$ cat config.mk
export PLATFORM = sky130hd
export DESIGN_NAME = cipher_seq_regs
export DESIGN_NICKNAME = d
export VERILOG_FILES = /design/src/rtl/cipher_seq_pkg.sv /design/src/rtl/cseq_fsm.sv /design/src/rtl/cseq_regs.sv /design/src/rtl/cipher_seq_regs.sv
export SDC_FILE = /design/constraint.sdc
export NUM_CORES = 1
export LEC_CHECK = 0
export ABC_AREA = 1
export BUFFER_PORTS_ARGS = -buffer_cell sky130_fd_sc_hd__buf_2
export CAP_MARGIN = 20
export CORE_MARGIN = 2
export CORE_UTILIZATION = 36
export CTS_CLUSTER_SIZE = 28
export DETAILED_ROUTE_END_ITERATION = 7
export PLACE_DENSITY = 0.6
export SLEW_MARGIN = 25
export SYNTH_ARGS = -nofsm -noshare
export SYNTH_HDL_FRONTEND = slang
export SYNTH_SLANG_ARGS = --single-unit
$ cat constraint.sdc
create_clock -name clk -period 3.15 [get_ports clk]
set_input_delay 0.63 -clock clk [delete_from_list [all_inputs] [get_ports clk]]
set_output_delay 0.63 -clock clk [all_outputs]
set_load 0.1 [all_outputs]
$ cat src/rtl/cipher_seq_pkg.sv
package cipher_seq_pkg;

    typedef enum logic [1:0] {
        S_IDLE = 2'd0,
        S_REQ  = 2'd1,
        S_GAP  = 2'd2,
        S_ZERO = 2'd3
    } cseq_state_e;

    localparam logic [7:0] OFF_RED   = 8'h00;
    localparam logic [7:0] OFF_BLACK = 8'h04;
    localparam logic [7:0] OFF_LEN   = 8'h08;
    localparam logic [7:0] OFF_MODE  = 8'h0C;
    localparam logic [7:0] OFF_STAT  = 8'h10;
    localparam logic [7:0] OFF_ERR   = 8'h14;
    localparam logic [7:0] OFF_ICTL  = 8'h18;
    localparam logic [7:0] OFF_CFG   = 8'h1C;
    localparam logic [7:0] OFF_IV0   = 8'h20;
    localparam logic [7:0] OFF_IV1   = 8'h24;

    localparam int ST_BUSY  = 0;
    localparam int ST_ZERO  = 1;
    localparam int ST_CIPH  = 2;
    localparam int ST_PEND  = 8;
    localparam int ST_DONE  = 10;
    localparam int ST_LENER = 12;

endpackage

$ cat src/rtl/cseq_fsm.sv
module cseq_fsm
    import cipher_seq_pkg::*;
#(
    parameter int LEN_W       = 10,
    parameter int ZERO_CYCLES = 4
) (
    input  logic             clk,
    input  logic             rst_n,
    input  logic             start_go,
    input  logic             zero_go,
    input  logic [LEN_W-1:0] len_q,
    input  logic             eng_done,
    output logic             eng_req,
    output logic [LEN_W-1:0] blk_idx,
    output logic             busy,
    output logic             zeroizing,
    output logic             ciphering,
    output logic             job_end,
    output logic             zero_end
);
    localparam int ZC_W = $clog2(ZERO_CYCLES + 1);

    cseq_state_e      state_q, state_n;
    logic [LEN_W-1:0] idx_q, last_q;
    logic [ZC_W-1:0]  zcnt_q;
    logic             at_last;

    assign at_last = (idx_q == last_q);

    always_comb begin
        state_n = state_q;
        unique case (state_q)
            S_IDLE: begin
                if (start_go)     state_n = S_REQ;
                else if (zero_go) state_n = S_ZERO;
            end
            S_REQ:  if (eng_done) state_n = at_last ? S_IDLE : S_GAP;
            S_GAP:  state_n = S_REQ;
            S_ZERO: if (zcnt_q == '0) state_n = S_IDLE;
        endcase
    end

    always_ff @(posedge clk) begin
        if (!rst_n) begin
            state_q <= S_IDLE;
            idx_q   <= '0;
            last_q  <= '0;
            zcnt_q  <= '0;
        end else begin
            state_q <= state_n;
            if (state_q == S_IDLE && start_go) begin
                idx_q  <= '0;
                last_q <= len_q;
            end else if (state_q == S_REQ && eng_done && !at_last) begin
                idx_q <= idx_q + 1'b1;
            end
            if (state_q == S_IDLE && zero_go)
                zcnt_q <= ZC_W'(ZERO_CYCLES - 1);
            else if (state_q == S_ZERO && zcnt_q != '0)
                zcnt_q <= zcnt_q - 1'b1;
        end
    end

    always_comb begin
        eng_req   = (state_q == S_REQ);
        busy      = (state_q != S_IDLE);
        zeroizing = (state_q == S_ZERO);
        ciphering = (state_q == S_REQ) || (state_q == S_GAP);
        job_end   = (state_q == S_REQ) && eng_done && at_last;
        zero_end  = (state_q == S_ZERO) && (zcnt_q == '0);
        blk_idx   = idx_q;
    end

endmodule

$ cat src/rtl/cseq_regs.sv
module cseq_regs
    import cipher_seq_pkg::*;
#(
    parameter int          ADDR_W   = 10,
    parameter int          LEN_W    = 10,
    parameter int          CAP      = 48,
    parameter logic [31:0] CFG_WORD = 32'h0
) (
    input  logic              clk,
    input  logic              rst_n,
    input  logic              wr,
    input  logic [7:0]        addr,
    input  logic [31:0]       wdata,
    output logic [31:0]       rdata,
    input  logic              busy,
    input  logic              zeroizing,
    input  logic              ciphering,
    input  logic              job_end,
    input  logic              zero_end,
    output logic              start_go,
    output logic              zero_go,
    output logic [LEN_W-1:0]  len_q,
    output logic [ADDR_W-1:0] red_q,
    output logic [ADDR_W-1:0] black_q,
    output logic              decrypt_q,
    output logic              chain_q,
    output logic [63:0]       iv_q,
    output logic              pend_q,
    output logic              mask_q
);
    logic       done_q, lenerr_q;
    logic [1:0] err_q;
    logic       wr_mode, wr_ictl, wr_err, len_fits, len_bad, busy_hit, clr;
    logic [31:0] stat_w;

    assign wr_mode  = wr && (addr == OFF_MODE);
    assign wr_ictl  = wr && (addr == OFF_ICTL);
    assign wr_err   = wr && (addr == OFF_ERR);
    assign len_fits = (int'(len_q) + 1) <= CAP;
    assign start_go = wr_mode && !busy && wdata[2] && len_fits;
    assign len_bad  = wr_mode && !busy && wdata[2] && !len_fits;
    assign busy_hit = wr_mode && busy;
    assign zero_go  = wr_ictl && !busy && wdata[2];
    assign clr      = wr_ictl && wdata[1];

    always_ff @(posedge clk) begin
        if (!rst_n) begin
            red_q     <= '0;
            black_q   <= '0;
            len_q     <= '0;
            decrypt_q <= 1'b0;
            chain_q   <= 1'b0;
            iv_q      <= '0;
            mask_q    <= 1'b0;
            pend_q    <= 1'b0;
            done_q    <= 1'b0;
            lenerr_q  <= 1'b0;
            err_q     <= '0;
        end else begin
            if (wr && addr == OFF_RED)   red_q   <= wdata[ADDR_W-1:0];
            if (wr && addr == OFF_BLACK) black_q <= wdata[ADDR_W-1:0];
            if (wr && addr == OFF_LEN)   len_q   <= wdata[LEN_W-1:0];
            if (wr && addr == OFF_IV0)   iv_q[31:0]  <= wdata;
            if (wr && addr == OFF_IV1)   iv_q[63:32] <= wdata;
            if (wr_mode && !busy) begin
                decrypt_q <= wdata[0];
                chain_q   <= wdata[1];
            end
            if (wr_ictl) mask_q <= wdata[0];
            pend_q   <= (job_end || zero_end) ? 1'b1 : (clr ? 1'b0 : pend_q);
            done_q   <= job_end ? 1'b1 : (clr ? 1'b0 : done_q);
            lenerr_q <= len_bad ? 1'b1 : (clr ? 1'b0 : lenerr_q);
            if (wr_err) err_q <= '0;
            else        err_q <= err_q | {busy_hit, len_bad};
        end
    end

    always_comb begin
        stat_w           = '0;
        stat_w[ST_BUSY]  = busy;
        stat_w[ST_ZERO]  = zeroizing;
        stat_w[ST_CIPH]  = ciphering;
        stat_w[ST_PEND]  = pend_q;
        stat_w[ST_DONE]  = done_q;
        stat_w[ST_LENER] = lenerr_q;
        case (addr)
            OFF_RED:   rdata = 32'(red_q);
            OFF_BLACK: rdata = 32'(black_q);
            OFF_LEN:   rdata = 32'(len_q);
            OFF_MODE:  rdata = {30'd0, chain_q, decrypt_q};
            OFF_STAT:  rdata = stat_w;
            OFF_ERR:   rdata = {30'd0, err_q};
            OFF_ICTL:  rdata = {31'd0, mask_q};
            OFF_CFG:   rdata = CFG_WORD;
            OFF_IV0:   rdata = iv_q[31:0];
            OFF_IV1:   rdata = iv_q[63:32];
            default:   rdata = '0;
        endcase
    end

endmodule

$ cat src/rtl/cipher_seq_regs.sv
module cipher_seq_regs #(
    parameter int ADDR_W       = 10,
    parameter int LEN_W        = 10,
    parameter int BLOCK_BYTES  = 8,
    parameter int RED_BLOCKS   = 64,
    parameter int BLACK_BLOCKS = 48,
    parameter int ZERO_CYCLES  = 4
) (
    input  logic              clk,
    input  logic              rst_n,
    input  logic              reg_wr,
    input  logic [7:0]        reg_addr,
    input  logic [31:0]       reg_wdata,
    output logic [31:0]       reg_rdata,
    output logic              irq,
    output logic              eng_req,
    input  logic              eng_done,
    output logic              eng_decrypt,
    output logic              eng_chain,
    output logic [ADDR_W-1:0] eng_src_blk,
    output logic [ADDR_W-1:0] eng_dst_blk,
    output logic [63:0]       eng_iv
);
    localparam int CAP = (RED_BLOCKS < BLACK_BLOCKS) ? RED_BLOCKS : BLACK_BLOCKS;
    localparam logic [31:0] CFG_WORD = (32'(BLOCK_BYTES) & 32'h7F)
                                     | ((32'(RED_BLOCKS) & 32'h3FF) << 7)
                                     | ((32'(BLACK_BLOCKS) & 32'h3FF) << 17);

    logic              start_go, zero_go, busy, zeroizing, ciphering, job_end, zero_end;
    logic              pend_q, mask_q;
    logic [LEN_W-1:0]  len_q, blk_idx;
    logic [ADDR_W-1:0] red_q, black_q, red_cur, black_cur;

    cseq_regs #(
        .ADDR_W(ADDR_W), .LEN_W(LEN_W), .CAP(CAP), .CFG_WORD(CFG_WORD)
    ) u_regs (
        .clk(clk), .rst_n(rst_n), .wr(reg_wr), .addr(reg_addr), .wdata(reg_wdata),
        .rdata(reg_rdata), .busy(busy), .zeroizing(zeroizing), .ciphering(ciphering),
        .job_end(job_end), .zero_end(zero_end), .start_go(start_go), .zero_go(zero_go),
        .len_q(len_q), .red_q(red_q), .black_q(black_q), .decrypt_q(eng_decrypt),
        .chain_q(eng_chain), .iv_q(eng_iv), .pend_q(pend_q), .mask_q(mask_q)
    );

    cseq_fsm #(
        .LEN_W(LEN_W), .ZERO_CYCLES(ZERO_CYCLES)
    ) u_fsm (
        .clk(clk), .rst_n(rst_n), .start_go(start_go), .zero_go(zero_go),
        .len_q(len_q), .eng_done(eng_done), .eng_req(eng_req), .blk_idx(blk_idx),
        .busy(busy), .zeroizing(zeroizing), .ciphering(ciphering),
        .job_end(job_end), .zero_end(zero_end)
    );

    assign red_cur     = red_q + ADDR_W'(blk_idx);
    assign black_cur   = black_q + ADDR_W'(blk_idx);
    assign eng_src_blk = eng_decrypt ? black_cur : red_cur;
    assign eng_dst_blk = eng_decrypt ? red_cur : black_cur;
    assign irq         = pend_q && !mask_q;

endmodule

==> run metrics <==
Pre-antenna DRT Iters=5; Total GRT Usage=21.9%; clk slew on worst S/H paths=0.07 ns; Port Buffers=163; critical path, cell by cell=ha_1 -> nand2_1 -> nand2_1 -> o21ai_0 -> nand3_1 -> nand2_1 -> nand3_1 -> nand2_1 -> buf_12; Inserted Diodes=0; DP HPWL=16.8 mm; simple-gate share of the synthesized area=25.5%; Slew HR=51.4%; post-synthesis sequential area ratio=37.4%; hold slack=0.441 ns; Placeable Area=18600 sq um; CP endpoint=eng_dst_blk[9]; synthesized flop and latch total=127; Adder-Cell Fraction of Synth Area=5.19%; DP Cell Count=1374; Post-synth EDFFs=0; CP max FO=7; max-cap violation count=0; share of cells above drive strength 1=23.4%; CP startpoint kind=flip-flop; RSZ-0062 raised after global routing=false; top post-synthesis cells by area=dfxtp_1, o21ai_0, nand2_1; slew of the pin with the lowest slew margin=0.728 ns; hold crit path type=input pin to flip-flop; Area growth, synth to finish=36.6%; crit end category=primary output; XOR/XNOR share of the synthesized area=2.70%; most common flop cell mapped by yosys=dfxtp_1; CTS Buf Count=17; cell area after synthesis=6800 sq um; r2r endpoint=u_fsm.blk_idx[0]$_SDFFE_PP0P_; placer congestion estimate=0.861; # hold bufs at CTS=0; Ys Warns=0; nets=1231; largest net degree at the start of global routing=43; endpoints failing setup=0; Num Clock Sinks=127; I/O pin count=164; mux cell area share after synthesis=0%; CTS tree=built; Vias/cell=5.03; Tot Pwr=4.06 mW; synth unique cells=36; DR DRC count=0; max-slew violations=0; storage element area=2550 sq um; vias=7076; Max stage delay cell, worst path=dfxtp_1; Max IR drop VDD=0.335 mV; area occupied by multi-input gates=3730 sq um; Worst EP required=2.52 ns; final core occ=49.8%; CP arrival=2.36 ns; FP Rows=50; die height=141 um; R2R setup slack=1.31 ns; fillers=1879; Synth Area in Compound Gates=19.6%; clk_skew=0.00453 ns; GRT overflow=0; Syn Area/Cell=6.79 sq um; first-pass GRT wire length=34.8 mm; Non-Filler Instances=1407; fin crit period=2.99 ns; top cells by count, synth=nand2_1, o21ai_0, nor2_1, dfxtp_1, inv_1; leakage=4.18 nW; Power Density=437 nW/um^2; die area=20000 sq um; H-tree depth=4; Root Driver=clkbuf_16; FFs w/ async S/R, synth=0%; period utilisation layout=95.0%; CTS Buffer Depth=2; drt total wl=21.9 mm; clk_lat worst skew=0.41 ns; Synth top area share=37.4%; RR Startpoint=u_fsm.blk_idx[6]$_SDFFE_PP0P_; run status=completed; largest family of logic cells by synthesized area=simple AND/OR/NAND/NOR gates; most numerous cell in the Yosys netlist=nand2_1; cells after synthesis=1001; CP Launch Point=u_fsm.blk_idx[4]$_SDFFE_PP0P_; Peak Freq=334 MHz; Routed Antenna Nets=0; vias in the first global route=6641; Die Wd=141 um; initial antenna violation count=0; Most common cell on crit path=nand2_1; Synth area leader=dfxtp_1; Slowest Stage Delay on Critical Path=0.45 ns; Net Count, Synth=1072; Setup CP Type=flip-flop to primary output; routed len/inst=15.6 um; Fin. Hold Viols=0; Initial Util=36.5%; initial DRC count=370; R2R cell count=8
## registers in the layout, summed over array words and instances, names as in the netlist
register and flops:
u_fsm.blk_idx 10, u_fsm.last_q 10, u_fsm.state_q 2, u_fsm.zcnt_q 3
u_regs.black_q 10, u_regs.chain_q 1, u_regs.decrypt_q 1, u_regs.done_q 1
u_regs.err_q 2, u_regs.iv_q 64, u_regs.len_q 10, u_regs.lenerr_q 1
u_regs.mask_q 1, u_regs.pend_q 1, u_regs.red_q 10
## per-layer routing
metal	wire length, um	global-route usage (%)
met4	337	5.53
met5	0	0
met1	9510	27.6
met3	1830	7.42
met2	10200	36.1
## cell usage in the layout, fill, tap and decap left out, types with 3 or more instances in the layout
master      Yosys  layout
buf_2          15     118
a21oi_1        92      92
o21ai_1         3      12
buf_4           2      19
nand2_2         7      11
bufinv_16       0       3
inv_1         114     112
inv_2           4       4
o22ai_1         3       3
xnor2_1         4       4
nor2_2          2       3
nand3_1        54      54
nor2_4          4       4
nand3b_1        6       6
clkbuf_16       0      17
nand4_1        11      11
nand2_1       176     171
nor2_1        130     129
clkinv_4        0       6
o21ai_2         0      22
ha_1           25      24
o211ai_1        5       5
buf_12          0      44
dfxtp_1       127     123
dfxtp_2         0       3
o21ai_0       146     115
xor2_1         17      17
clkinv_1        3       3
clkinvlp_4      0       3
nor3_1          8       8
## area by class of cell
class / instances / share of cell area [%]
clock inverters: 15 / 2.02
multi-input cells: 710 / 40.1
inverters: 121 / 5.15
well taps: 234 / 3.15
clock buffers: 17 / 4.58
repair buffers: 183 / 17.5
flip-flops and latches: 127 / 27.5
## timing repair
item,CTS,global route
setup endpoints to repair,11,12
pin swaps,0,3
setup buffers,0,1
gates resized for setup,7,12
## per-stage QoR
step                setup slack (ns)  TNS [ns]  instance area (sq um)
floorplan                     -0.408     -1.63                   6940
global route                 0.00958         0                   9290
CTS                           0.0116         0                   9260
global placement               0.221         0                   8630
detailed placement             0.184         0                   8630
finish                         0.159         0                   9290
## kinds of logic (layout without fill, tap and decap cells)
logic type	after synthesis	after routing
XOR/XNOR	21	21
flip-flops	127	127
adder cells (fa/ha/maj)	27	27
buffers and inverters	164	336
AO/OA/AOI/OAI	258	258
AND/OR/NAND/NOR	404	404
## worst min-delay path by stage
stage                                  from                           end  depth (start not counted)
5_1_grt                       reg_wdata[17]  u_regs.iv_q[17]$_SDFFE_PN0P_                          3
3_5_place_dp   u_fsm.last_q[7]$_SDFFE_PN0P_  u_fsm.last_q[7]$_SDFFE_PN0P_                          2
4_1_cts                       reg_wdata[17]  u_regs.iv_q[17]$_SDFFE_PN0P_                          3
2_1_floorplan  u_fsm.last_q[6]$_SDFFE_PN0P_  u_fsm.last_q[6]$_SDFFE_PN0P_                          2
3_3_place_gp   u_fsm.last_q[7]$_SDFFE_PN0P_  u_fsm.last_q[7]$_SDFFE_PN0P_                          2
6_report                      reg_wdata[17]  u_regs.iv_q[17]$_SDFFE_PN0P_                          3
## where the power goes
part / internal (mW) / switching (mW) / leakage (nW)
logic: 0.104 / 0.281 / 2.87
registers: 1.63 / 0.0198 / 1.03
clock network: 1.25 / 0.768 / 0.290
total: 2.99 / 1.07 / 4.18
## worst max-delay path: cells and delay by family (launching register included)
kind | cells | cell delay (ns)
and+or+nand+nor | 6 | 0.65
AOI/OAI and AO/OA | 1 | 0.32
buffers and inverters | 1 | 0.18
adders and majority gates | 1 | 0.36
DFF | 1 | 0.45
No activity file was read; power rests on OpenSTA's default activity.
